==> src/rtl/mt_issue_pkg.sv <==
package mt_issue_pkg;

   typedef enum logic [1:0] {
      SEQ_IDLE  = 2'd0,
      SEQ_RUN   = 2'd1,
      SEQ_DRAIN = 2'd2
   } seq_state_e;

   function automatic int unsigned max_u(input int unsigned a, input int unsigned b);
      return (a > b) ? a : b;
   endfunction

endpackage

==> src/rtl/mt_issue_delay.sv <==
module mt_issue_delay #(
   parameter int unsigned DEPTH = 64,
   parameter int unsigned W     = 16
) (
   input  logic         clk,
   input  logic         rst_n,
   input  logic [W-1:0] d_i,
   output logic [W-1:0] q_o
);

   if (DEPTH < 1) begin : g_bad_depth
      $error("mt_issue_delay: DEPTH must be at least 1");
   end

   if (DEPTH == 1) begin : g_single
      logic [W-1:0] hold_q;
      always_ff @(posedge clk) begin
         if (!rst_n) hold_q <= '0;
         else        hold_q <= d_i;
      end
      assign q_o = hold_q;
   end else begin : g_chain
      logic [W-1:0] stage_q [DEPTH];
      always_ff @(posedge clk) begin
         if (!rst_n) begin
            for (int k = 0; k < int'(DEPTH); k++) stage_q[k] <= '0;
         end else begin
            stage_q[0] <= d_i;
            for (int k = 1; k < int'(DEPTH); k++) stage_q[k] <= stage_q[k-1];
         end
      end
      assign q_o = stage_q[DEPTH-1];
   end

endmodule

==> src/rtl/mt_issue_seq.sv <==
module mt_issue_seq
   import mt_issue_pkg::*;
#(
   parameter int unsigned MAX_THREADS = 256,
   parameter int unsigned PIPE_DEPTH  = 64,
   parameter int unsigned PC_W        = 8,
   parameter int unsigned TID_W       = 8,
   parameter int unsigned CNT_W       = 9
) (
   input  logic             clk,
   input  logic             rst_n,
   input  logic             start_i,
   input  logic [CNT_W-1:0] thread_count_i,
   input  logic [PC_W-1:0]  last_pc_i,
   input  logic             retire_last_i,
   output logic             start_ok_o,
   output logic             issue_o,
   output logic             final_o,
   output logic [TID_W-1:0] tid_o,
   output logic [PC_W-1:0]  pc_o,
   output logic             busy_o
);

   localparam int unsigned SLOT_MAX = max_u(MAX_THREADS, PIPE_DEPTH);
   localparam int unsigned SLOT_W   = max_u($clog2(SLOT_MAX), 1);
   localparam int unsigned CMP_W    = max_u(SLOT_W, CNT_W) + 1;

   seq_state_e       state_q;
   logic [CMP_W-1:0] slot_q, nthr_q, period_q;
   logic [PC_W-1:0]  pc_q, last_q;
   logic [CMP_W-1:0] cnt_ext, period_d;
   logic             round_end;

   assign cnt_ext    = CMP_W'(thread_count_i);
   assign start_ok_o = (state_q == SEQ_IDLE) && start_i &&
                       (cnt_ext != '0) && (cnt_ext <= CMP_W'(MAX_THREADS));

   // Round length: padded up to the pipeline depth when threads are scarce
   if (PIPE_DEPTH <= 1) begin : g_no_pad
      assign period_d = cnt_ext;
   end else begin : g_pad
      assign period_d = (cnt_ext >= CMP_W'(PIPE_DEPTH)) ? cnt_ext : CMP_W'(PIPE_DEPTH);
   end

   assign issue_o   = (state_q == SEQ_RUN) && (slot_q < nthr_q);
   assign final_o   = issue_o && (pc_q == last_q) && (slot_q == nthr_q - 1'b1);
   assign round_end = (slot_q == period_q - 1'b1);
   assign tid_o     = TID_W'(slot_q);
   assign pc_o      = pc_q;
   assign busy_o    = (state_q != SEQ_IDLE);

   always_ff @(posedge clk) begin
      if (!rst_n) begin
         state_q  <= SEQ_IDLE;
         slot_q   <= '0;
         nthr_q   <= '0;
         period_q <= '0;
         pc_q     <= '0;
         last_q   <= '0;
      end else begin
         unique case (state_q)
            SEQ_IDLE: begin
               if (start_ok_o) begin
                  state_q  <= SEQ_RUN;
                  slot_q   <= '0;
                  pc_q     <= '0;
                  nthr_q   <= cnt_ext;
                  period_q <= period_d;
                  last_q   <= last_pc_i;
               end
            end
            SEQ_RUN: begin
               if (final_o) begin
                  state_q <= SEQ_DRAIN;
               end else if (round_end) begin
                  slot_q <= '0;
                  pc_q   <= pc_q + 1'b1;
               end else begin
                  slot_q <= slot_q + 1'b1;
               end
            end
            SEQ_DRAIN: begin
               if (retire_last_i) state_q <= SEQ_IDLE;
            end
            default: state_q <= SEQ_IDLE;
         endcase
      end
   end

endmodule

==> src/rtl/mt_issue_retire.sv <==
module mt_issue_retire #(
   parameter int unsigned TID_W = 8,
   parameter int unsigned REG_W = 6,
   parameter int unsigned ENT_W = TID_W + REG_W + 3
) (
   input  logic             clk,
   input  logic             rst_n,
   input  logic             start_ok_i,
   input  logic [ENT_W-1:0] entry_i,
   output logic             wb_valid_o,
   output logic             wb_en_o,
   output logic [TID_W-1:0] wb_tid_o,
   output logic [REG_W-1:0] wb_dst_o,
   output logic             retire_last_o,
   output logic             done_o
);

   logic entry_last;
   logic done_q;

   assign {wb_valid_o, wb_en_o, entry_last, wb_tid_o, wb_dst_o} = entry_i;
   assign retire_last_o = wb_valid_o && entry_last;

   always_ff @(posedge clk) begin
      if (!rst_n)             done_q <= 1'b0;
      else if (start_ok_i)    done_q <= 1'b0;
      else if (retire_last_o) done_q <= 1'b1;
   end

   assign done_o = done_q;

endmodule

==> src/rtl/mt_issue_ctrl.sv <==
module mt_issue_ctrl #(
   parameter int unsigned MAX_THREADS = 256,
   parameter int unsigned PIPE_DEPTH  = 64,
   parameter int unsigned PC_W        = 8,
   parameter int unsigned INSTR_W     = 32,
   parameter int unsigned REG_W       = 6,
   localparam int unsigned TID_W      = $clog2(MAX_THREADS),
   localparam int unsigned CNT_W      = $clog2(MAX_THREADS + 1)
) (
   input  logic                   clk,
   input  logic                   rst_n,
   input  logic                   start_i,
   input  logic [CNT_W-1:0]       thread_count_i,
   input  logic [PC_W-1:0]        last_pc_i,
   input  logic [MAX_THREADS-1:0] pred_i,
   output logic [PC_W-1:0]        fetch_pc_o,
   input  logic [INSTR_W-1:0]     instr_i,
   input  logic [REG_W-1:0]       dst_i,
   output logic                   iss_valid_o,
   output logic [TID_W-1:0]       iss_tid_o,
   output logic [INSTR_W-1:0]     iss_instr_o,
   output logic                   wb_valid_o,
   output logic                   wb_en_o,
   output logic [TID_W-1:0]       wb_tid_o,
   output logic [REG_W-1:0]       wb_dst_o,
   output logic                   busy_o,
   output logic                   done_o
);

   localparam int unsigned ENT_W = TID_W + REG_W + 3;

   if (MAX_THREADS < 2) begin : g_bad_threads
      $error("mt_issue_ctrl: MAX_THREADS must be at least 2");
   end
   if (PIPE_DEPTH < 1) begin : g_bad_depth
      $error("mt_issue_ctrl: PIPE_DEPTH must be at least 1");
   end
   if (PC_W < 1 || REG_W < 1 || INSTR_W < 1) begin : g_bad_width
      $error("mt_issue_ctrl: field widths must be nonzero");
   end

   logic             start_ok, issue, final_iss, retire_last, wen;
   logic [ENT_W-1:0] ent_in, ent_out;

   mt_issue_seq #(
      .MAX_THREADS(MAX_THREADS),
      .PIPE_DEPTH (PIPE_DEPTH),
      .PC_W       (PC_W),
      .TID_W      (TID_W),
      .CNT_W      (CNT_W)
   ) u_seq (
      .clk           (clk),
      .rst_n         (rst_n),
      .start_i       (start_i),
      .thread_count_i(thread_count_i),
      .last_pc_i     (last_pc_i),
      .retire_last_i (retire_last),
      .start_ok_o    (start_ok),
      .issue_o       (issue),
      .final_o       (final_iss),
      .tid_o         (iss_tid_o),
      .pc_o          (fetch_pc_o),
      .busy_o        (busy_o)
   );

   // Predicate is sampled at issue; a false predicate only masks the write
   assign wen         = issue && pred_i[iss_tid_o];
   assign iss_valid_o = issue;
   assign iss_instr_o = instr_i;
   assign ent_in      = {issue, wen, final_iss, iss_tid_o, dst_i};

   mt_issue_delay #(
      .DEPTH(PIPE_DEPTH),
      .W    (ENT_W)
   ) u_delay (
      .clk  (clk),
      .rst_n(rst_n),
      .d_i  (ent_in),
      .q_o  (ent_out)
   );

   mt_issue_retire #(
      .TID_W(TID_W),
      .REG_W(REG_W),
      .ENT_W(ENT_W)
   ) u_retire (
      .clk          (clk),
      .rst_n        (rst_n),
      .start_ok_i   (start_ok),
      .entry_i      (ent_out),
      .wb_valid_o   (wb_valid_o),
      .wb_en_o      (wb_en_o),
      .wb_tid_o     (wb_tid_o),
      .wb_dst_o     (wb_dst_o),
      .retire_last_o(retire_last),
      .done_o       (done_o)
   );

endmodule

==> config.mk <==
export PLATFORM = sky130hd
export DESIGN_NAME = mt_issue_ctrl
export DESIGN_NICKNAME = d
export VERILOG_FILES = /design/src/rtl/mt_issue_pkg.sv /design/src/rtl/mt_issue_delay.sv /design/src/rtl/mt_issue_seq.sv /design/src/rtl/mt_issue_retire.sv /design/src/rtl/mt_issue_ctrl.sv
export SDC_FILE = /design/constraint.sdc
export NUM_CORES = 1
export LEC_CHECK = 0
export ABC_AREA = 1
export BUFFER_PORTS_ARGS = -buffer_cell sky130_fd_sc_hd__buf_2
export CAP_MARGIN = 25
export CORE_MARGIN = 2
export CORE_UTILIZATION = 56
export DETAILED_ROUTE_END_ITERATION = 6
export MAX_ROUTING_LAYER = met4
export PLACE_DENSITY = 0.73
export SKIP_CTS_REPAIR_TIMING = 1
export SYNTH_ARGS = -nofsm -noshare
export SYNTH_HDL_FRONTEND = slang
export SYNTH_HIERARCHICAL = 1
export SYNTH_SLANG_ARGS = --single-unit
export TNS_END_PERCENT = 10
==> constraint.sdc <==
create_clock -name clk -period 6.2 [get_ports clk]
set_input_delay 0.93 -clock clk [delete_from_list [all_inputs] [get_ports clk]]
set_output_delay 0.93 -clock clk [all_outputs]
set_load 0.1 [all_outputs]
---- Word level (Yosys, flattened, before mapping) ----
Memory sizes are Yosys's and may differ from the RTL's.
Cells that the tools add are included.
storage, ports and cells
  bits in writable memories ............... 1,088
  logic and storage cells ................. 189
  input port bits ......................... 314
  output and inout port bits .............. 67
  register bits ........................... 48
  memories ................................ 1
cells by class
  add/subtract/negate cells ............... 4
  $lt $le $gt $ge ......................... 4
  muxes and demuxes ....................... 81
  equal/unequal tests ..................... 10
  reduce and logical (&&, ||, !) cells .... 17
  bitwise logic cells ..................... 65
memories
  name                     words  bits a word  rd ports  clocked after Yosys merged registers in  wr ports  line                  source
  u_delay.g_chain.stage_q  64     17           64        0                                        64        mt_issue_delay.sv:23  logic [W-1:0] stage_q [DEPTH];
operators by type and width
  kind                                                 count
  two-way mux 17 bit                                   64
  bitwise OR 1 bit                                     64
  two-way mux 10 bit                                   3
  two-way mux 8 bit                                    3
  equality test 10 bit                                 2
  one-hot mux 10 bit (2 select lines)                  1
  one-hot mux 8 bit (2 select lines)                   1
  adder 10 x 1 -> 10 bit, second input constant        1
  < comparator 10 x 9 -> 1 bit                         1
  nonzero test 10 bit                                  1
  subtractor 10 x 1 -> 10 bit, second input constant   1
  subtractor 9 x 1 -> 10 bit, second input constant    1
  >= comparator 9 x 7 -> 1 bit, second input constant  1
  <= comparator 9 bit, second input constant           1
  < comparator 8 x 9 -> 1 bit, second input constant   1
  two-way mux 9 bit                                    1
  adder 8 x 1 -> 8 bit, second input constant          1
  binary-select mux 1 bit (select 8 bit)               1
  equality test 8 bit                                  1
  logical AND 1 bit                                    8
  != test 2 bit, second input constant                 4
  two-way mux 2 bit                                    3
  one-hot mux 2 bit (3 select lines)                   1
  AND reduction 3 bit                                  2
  other kinds (10)                                     13

---- Logic depth before layout (Yosys ltp) ----
Gate-level depths: netlist (run 1).
  depth in word-level cells ............... 6
  mapped depth ............................ 17
  mapped depth without buffers ............ 17

---- Hierarchy ----
Netlist (run 1), hierarchy kept.
by module, submodules not included
  module           cells each  instances  area each (um2)
  mt_issue_delay   3,402       1          30,963.4
  mt_issue_seq     566         1          3,400.8
  mt_issue_ctrl    615         1          2,887.8
  mt_issue_retire  23          1          167.7

---- Worst setup path before layout (run 1) ----
Ideal clock, no wire load.
  kind .................................... reg2out
  start ................................... reg u_seq.nthr_q[5]
  end ..................................... out iss_valid_o
  arrival time ............................ 1,944 ps
  path buffers ............................ 0
  cell stages (with the launch flop) ...... 10
  slack ................................... 3,326 ps
  cells stage by stage .................... dfxtp_1 > inv_1 > ha_1 > nand2_1 > inv_1 > nand2_1 > nand2_1 > nand2_1 > nand3_1 > nor2_2
between the ends
  longest elaborated chain between the ends .. 2
ends and longest elaborated chain
  what                          line                 source
  start: declaration            mt_issue_seq.sv:29   logic [CMP_W-1:0] slot_q, nthr_q, period_q;
  start signal: assignment      mt_issue_seq.sv:67   nthr_q <= cnt_ext;
  < comparator 10 x 9 -> 1 bit  mt_issue_seq.sv:45   assign issue_o = (state_q == SEQ_RUN) && (slot_q < nthr_q);
  logical AND 1 bit             mt_issue_seq.sv:45
  end: declaration              mt_issue_ctrl.sv:19  output logic iss_valid_o,
Every way passes these cells.

---- Worst setup path after layout (run 1) ----
  start ................................... reg u_seq.slot_q[4]
  end ..................................... out iss_valid_o
between the ends
  longest elaborated chain between the ends .. 2
ends and longest elaborated chain
  what                          line                source
  start: declaration            mt_issue_seq.sv:29
  start signal: assignment      mt_issue_seq.sv:79  slot_q <= slot_q + 1'b1;
  < comparator 10 x 9 -> 1 bit  mt_issue_seq.sv:45
  logical AND 1 bit             mt_issue_seq.sv:45
Every way passes these cells.

==> key figures, run 1 <==
Status
  – Status: completed

Yosys
  – Yosys cell types: 39
  – Mapped Nets: around 5000
  – Cell Area, Synth: 37420 um2
  – Synthesized flop and latch total: 1135
  – Cells after Synth: between 4000 and 5000
  – Ys Warns: 6
  – EDFF count, synth: 0
  – Synthesized area per cell: just over 8 um2
  – Post-synth top flop: dfxtp_1
  – Async set or reset register ratio after synthesis: 0
  – Register area share after synthesis: 0.6072

Setup path
  – R2r endpoint: u_seq/slot_q[0]
  – Setup slack, reg-to-reg: around 3000 ps
  – Critical path peak fanout: 18
  – R2R Path Start: u_seq/slot_q[1]
  – R2R depth: 13
  – Startpoint types: flop
  – CP Class: reg2out
  – Worst endpoint required time: 5270 ps
  – CP endpoint kind: output port
  – Arrival @ worst endpoint: ~2900 ps

STA
  – Skew final: approximately 31 ps
  – Final worst path period share: 0.6179
  – Tmin final: 3831 ps
  – Final hold slack: 383.2 ps
  – Max Slew Vio Count: 0
  – RSZ-0062 raised after global routing: no
  – Worst-margin pin slew: between 900 and 1000 ps
  – Hold Vio Cnt, Final: 0
  – Endpoints failing setup: 0
  – Worst Slack Setup Final: around 2400 ps
  – Worst slew margin: 0.3477
  – Setup TNS Final: 0 ps
  – Fmax: 261.0 MHz

Final layout
  – Share of cells above drive strength 1: 0.1091
  – Register area: between 20000 and 25000 um2
  – Syn-to-layout area delta: 12.05%
  – Final net count: slightly above 5000
  – Final Cell Area: between 40000 and 50000 um2
  – Multi-input gate area: about 8400 um2
  – Fill count: about 5600

Global routing
  – Grt total ovfl: 0
  – First-pass GRT wire length: roughly 110000 um
  – Vias in the first global route: approximately 24000
  – Largest net degree at the start of global routing: 253
  – Initial antenna violation count: 13
  – Total Routing Usage GR: 0.2022

Clock network
  – CTS tree: done
  – Num Clock Sinks: about 1100
  – Clock Latency Late Sink: about 650 ps
  – CTS root buf: clkbuf_16
  – CTS Buffer Depth: 3
  – Clock transition at path regs: around 60 ps
  – H-Tree Depth: 3
  – Num CTS Buffers: approximately 100

Floorplan
  – Io pins: about 380
  – Initial Util: 0.5671
  – Row count: 94
  – Die Width: approximately 260 um
  – Core box area: roughly 66000 um2
  – Die area: just under 70000 um2
  – Die height: approximately 260 um

Power and ir drop
  – Pwr/cell area: around 340 nW/um2
  – Static leakage: ~26 nW
  – Maximum vdd drop: between 200 and 250 uV
  – Tot Pwr: between 10 and 15 mW

Route
  – First-pass detailed-route iteration total: 5
  – Vias per inst: roughly 4.3
  – Wirelength, routed: between 60000 and 70000 um
  – DRT iter0 DRCs: about 1600
  – Routed vias: approximately 25000
  – Drt wl/cell: 11.66 um
  – Post-DRT Antenna Nets: 0
  – Residual DRC: 0

Placement
  – Worst slack at placement: between 2000 and 3000 ps
  – Placed cell area: slightly below 40000 um2
  – Hpwl dp: approximately 42000 um
  – GPL Wtd Cong: 0.9217
  – IO Port Bufs: 316

Worst hold path
  – Worst hold path depth: 2
  – Hold Path Origin: u_delay/g_chain.stage_q[0][219]
  – Hold crit path type: reg2reg
  – Worst hold endpoint: u_delay/g_chain.stage_q[0][236]

Job
  – Max Cap Viol: 0
## stage by stage
stage	util	cells
floorplan	-	4606
global placement	0.5820	5542
detailed placement	0.5823	5543
CTS	0.6347	5729
global route	0.6355	5741
finish	0.6355	5741
## critical path, stage by stage, from the launching register on
cell and delay (ps):
dfxtp_1 820, ha_1 350, nand2_1 70, inv_1 40
nand2_1 50, nand2_1 40, nand2_1 70, nand3_1 90
nor2_2 220, buf_2 510
## worst max path at each step
stage	start	endpoint	slack [ps]	cells after the start
4_1_cts	u_seq/slot_q[4]	iss_valid_o	2300	9
3_5_place_dp	u_seq/slot_q[0]	u_delay/g_chain.stage_q[0][15]	2620	14
6_report	u_seq/slot_q[4]	iss_valid_o	2370	9
3_3_place_gp	u_seq/slot_q[0]	u_delay/g_chain.stage_q[0][15]	2630	14
5_1_grt	u_seq/slot_q[4]	iss_valid_o	2160	9
2_1_floorplan	u_seq/nthr_q[5]	iss_valid_o	3330	9
## cells by family after synthesis
logic type / share of synthesized area
AOI/OAI and AO/OA: 0.007891
adders and majority gates: 0.004347
buffers and inverters: 0.1672
DFF: 0.6072
and+or+nand+nor: 0.2101
xor gates and xnor gates: 0.003277
## cell type report
class,count,share of cell area
Inverter,1177,0.1055
Tap cell,864,0.02578
Sequential cell,1135,0.5420
Timing Repair Buffer,331,0.04231
Clock buffer,153,0.07194
Clock inverter,33,0.01050
Antenna cell,11,0.0006565
Multi-Input combinational cell,2037,0.2013
## cells in the final DEF (no fill, tap or decap), types with 11 or more instances in the layout
cell       synthesis  final
clkbuf_1          11     26
nand3_1          290    290
dfxtp_1         1135   1133
inv_1           1161   1161
clkbuf_16          0    104
buf_2             95    315
clkinv_2           0     16
inv_2             15     14
ha_1              13     13
a21oi_1           37     37
nor2_1            71     71
o21ai_0           13     13
diode_2            0     11
clkbuf_8           0     23
nand2_1         1551   1551
## synth_stat cells, types with 2 or more instances
library cell  count  area (um2)
nor3_1            6       30.03
buf_1             6       22.52
a21oi_1          37       185.2
nand3b_1          2       15.01
buf_2            95       475.5
buf_6            56       630.6
nor2_4            2       22.52
inv_1          1161        4358
nand3_1         290        1451
nand3_2           4       40.04
nand2_1        1551        5822
dfxtp_1        1135       22720
nand4_1          10       62.56
buf_4            88       660.6
clkbuf_1         11       41.29
nor2_1           71       266.5
nand2_2           4       25.02
o21ai_0          13       65.06
xor2_1            9       78.83
xnor2_1           5       43.79
nor2_2            6       37.54
ha_1             13       162.7
inv_2            15       56.30
## sequential cells by signal (all words and copies together), names as in the netlist
signal	cells
u_seq/period_q	9
u_seq/state_q	2
u_seq/nthr_q	9
u_retire/done_o	1
u_seq/pc_o	8
u_seq/last_q	8
u_delay/g_chain.stage_q	1088
u_seq/slot_q	10
## where the power goes
group          internal, mW  switching [mW]
Combinational         0.216           0.435
Clock                  3.64            2.60
Sequential             7.31          0.0323
## per-layer routing
metal,wire [um],global-route usage,vias up,share of wire
li1,-,-,13285,-
met2,30780,0.3243,448,0.46
met1,30950,0.2527,11035,0.46
met3,2783,0.03711,135,0.042
met5,0,-,-,0
met4,2405,0.08295,0,0.036
Note: power is estimated with default switching activity, not from simulation.
==> inputs of run 2 (changes only) <==
- clock period: 6.2 -> 3.6 ns (I/O delays scaled with it)
==> run 2 against run 1 <==
  * Clock skew is 11 ps lower
  * Combinational power is 77% higher
  * Highest routed layer unchanged
  * Non-clock buffer count increased by 10
  * Critical path type unchanged
  * Critical path depth shrank 2
==> key figures, run 2 (same netlist as run 1, synthesis figures left out) <==
Floorplan
  – Initial Util: 0.5671
  – Row count: 94
  – Core box area: 65980 um2
  – Io pins: between 300 and 400
  – Die height: roughly 260 um
  – Die area: about 70000 um2
  – Die Width: 262.5 um

Setup path
  – Arrival @ worst endpoint: ~2800 ps
  – CP Class: reg2out
  – Startpoint types: flop
  – CP endpoint kind: output port
  – R2R depth: 14
  – Critical path peak fanout: 18
  – Worst endpoint required time: between 3000 and 4000 ps

Route
  – Post-DRT Antenna Nets: 0
  – Vias per inst: between 4 and 5
  – Drt wl/cell: approximately 12 um
  – First-pass detailed-route iteration total: 5
  – Wirelength, routed: roughly 67000 um
  – Routed vias: approximately 25000
  – DRT iter0 DRCs: between 1500 and 2000
  – Residual DRC: 0

Final layout
  – Largest regs: u_delay/g_chain.stage_q: 1088 flops, u_seq/slot_q: 10 flops
  – Final net count: around 5000
  – Register area: 22730 um2
  – Fill count: 5478
  – Largest register FFs: about 1100
  – Most frequent cells in the layout: 1551 x nand2_1, 1161 x inv_1, 1133 x dfxtp_1, 315 x buf_2, 290 x nand3_1
  – Largest reg by FF count: u_delay/g_chain.stage_q
  – Share of cells above drive strength 1: 0.1120
  – Final Cell Area: 42100 um2
  – Commonest non-fill, non-tap cell in the layout: nand2_1
  – Syn-to-layout area delta: 12.51%
  – Fin util: 0.6381
  – Multi-input gate area: 8442 um2

STA
  – RSZ-0062 raised after global routing: no
  – Skew final: slightly above 20 ps
  – Setup TNS Final: 0 ps
  – Worst Slack Setup Final: approximately 280 ps
  – Fmax: between 300 and 400 MHz
  – Final worst path period share: 0.9229
  – Worst slew margin: 0.2536
  – Endpoints failing setup: 0
  – Hold Vio Cnt, Final: 0
  – Tmin final: ~3300 ps
  – Max Slew Vio Count: 0
  – Worst-margin pin slew: around 1100 ps

Clock network
  – Clock transition at path regs: 60 ps
  – CTS root buf: clkbuf_16
  – H-Tree Depth: 3
  – Num CTS Buffers: about 100
  – CTS Buffer Depth: 3
  – Clock Latency Late Sink: roughly 640 ps
  – CTS tree: done
  – Num Clock Sinks: about 1100

Placement
  – Hpwl dp: approximately 42000 um
  – Placed cell area: slightly below 40000 um2
  – IO Port Bufs: between 300 and 400
  – Worst slack at placement: 672.1 ps
  – GPL Wtd Cong: 0.9420

Job
  – Max Cap Viol: 0

Power and ir drop
  – Maximum vdd drop: between 400 and 500 uV
  – Tot Pwr: between 20 and 25 mW
  – Static leakage: 26.15 nW
  – Pwr/cell area: slightly below 600 nW/um2

Global routing
  – Initial antenna violation count: 11
  – Grt total ovfl: 0
  – First-pass GRT wire length: between 100000 and 150000 um
  – Largest net degree at the start of global routing: 277
  – Total Routing Usage GR: 0.2021
  – Vias in the first global route: around 24000

Worst hold path
  – Hold crit path type: in2reg
  – Worst hold path depth: 3

Status
  – Status: completed
-- run 2: cell count changes in the layout (fill, tap and decap cells not counted), moves of 2 or more --
cell       previous run  this run
buf_4                10        20
clkbuf_8             23        28
clkbuf_1             26        22
inv_6                 3         0
clkbuf_16           104       106
diode_2              11         9
-- run 2: path summary, 6_finish.rpt --
path         slack [ps]                            start                              end
max                 280                  u_seq/slot_q[2]                      iss_valid_o
min reg2reg         390  u_delay/g_chain.stage_q[0][185]  u_delay/g_chain.stage_q[0][202]
max reg2reg         660                  u_seq/slot_q[0]                  u_seq/slot_q[7]
min                  80                         dst_i[5]    u_delay/g_chain.stage_q[0][5]
-- run 2: worst max-delay path, cell delays in order, from the launching register on --
cell	delay, ps
dfxtp_1	750
ha_1	340
nand2_1	80
nor2_1	40
nand3_1	100
nand3_1	100
nor2_2	230
buf_2	490
-- run 2: report_power, final --
part	switching (mW)	total [mW]	leakage, nW	internal (mW)
clock	4.46	11.0	1.75	6.51
combinational	0.772	1.15	15.3	0.376
sequential	0.0287	12.6	9.15	12.6
-- run 2: through the flow --
stage          hold slack [ps]  std cells
6_report                 78.09       5750
5_1_grt                  64.95       5750
4_1_cts                  29.21       5741
3_5_place_dp             392.4       5554
3_3_place_gp             388.7       5554
2_1_floorplan            386.4       4606
-- run 2: cell type report --
class	instances	area share
flip-flops and latches	1135	0.5398
clock buffers	156	0.07412
repair buffers	341	0.04375
multi-input cells	2037	0.2005
clock inverters	31	0.01055
inverters	1177	0.1050
well taps	864	0.02568
diodes	9	0.0005349
-- run 2: layer usage --
metal,GRT usage,part of all wire
met5,-,0
met4,0.07300,0.030
met3,0.03739,0.043
met2,0.3265,0.46
met1,0.2545,0.47
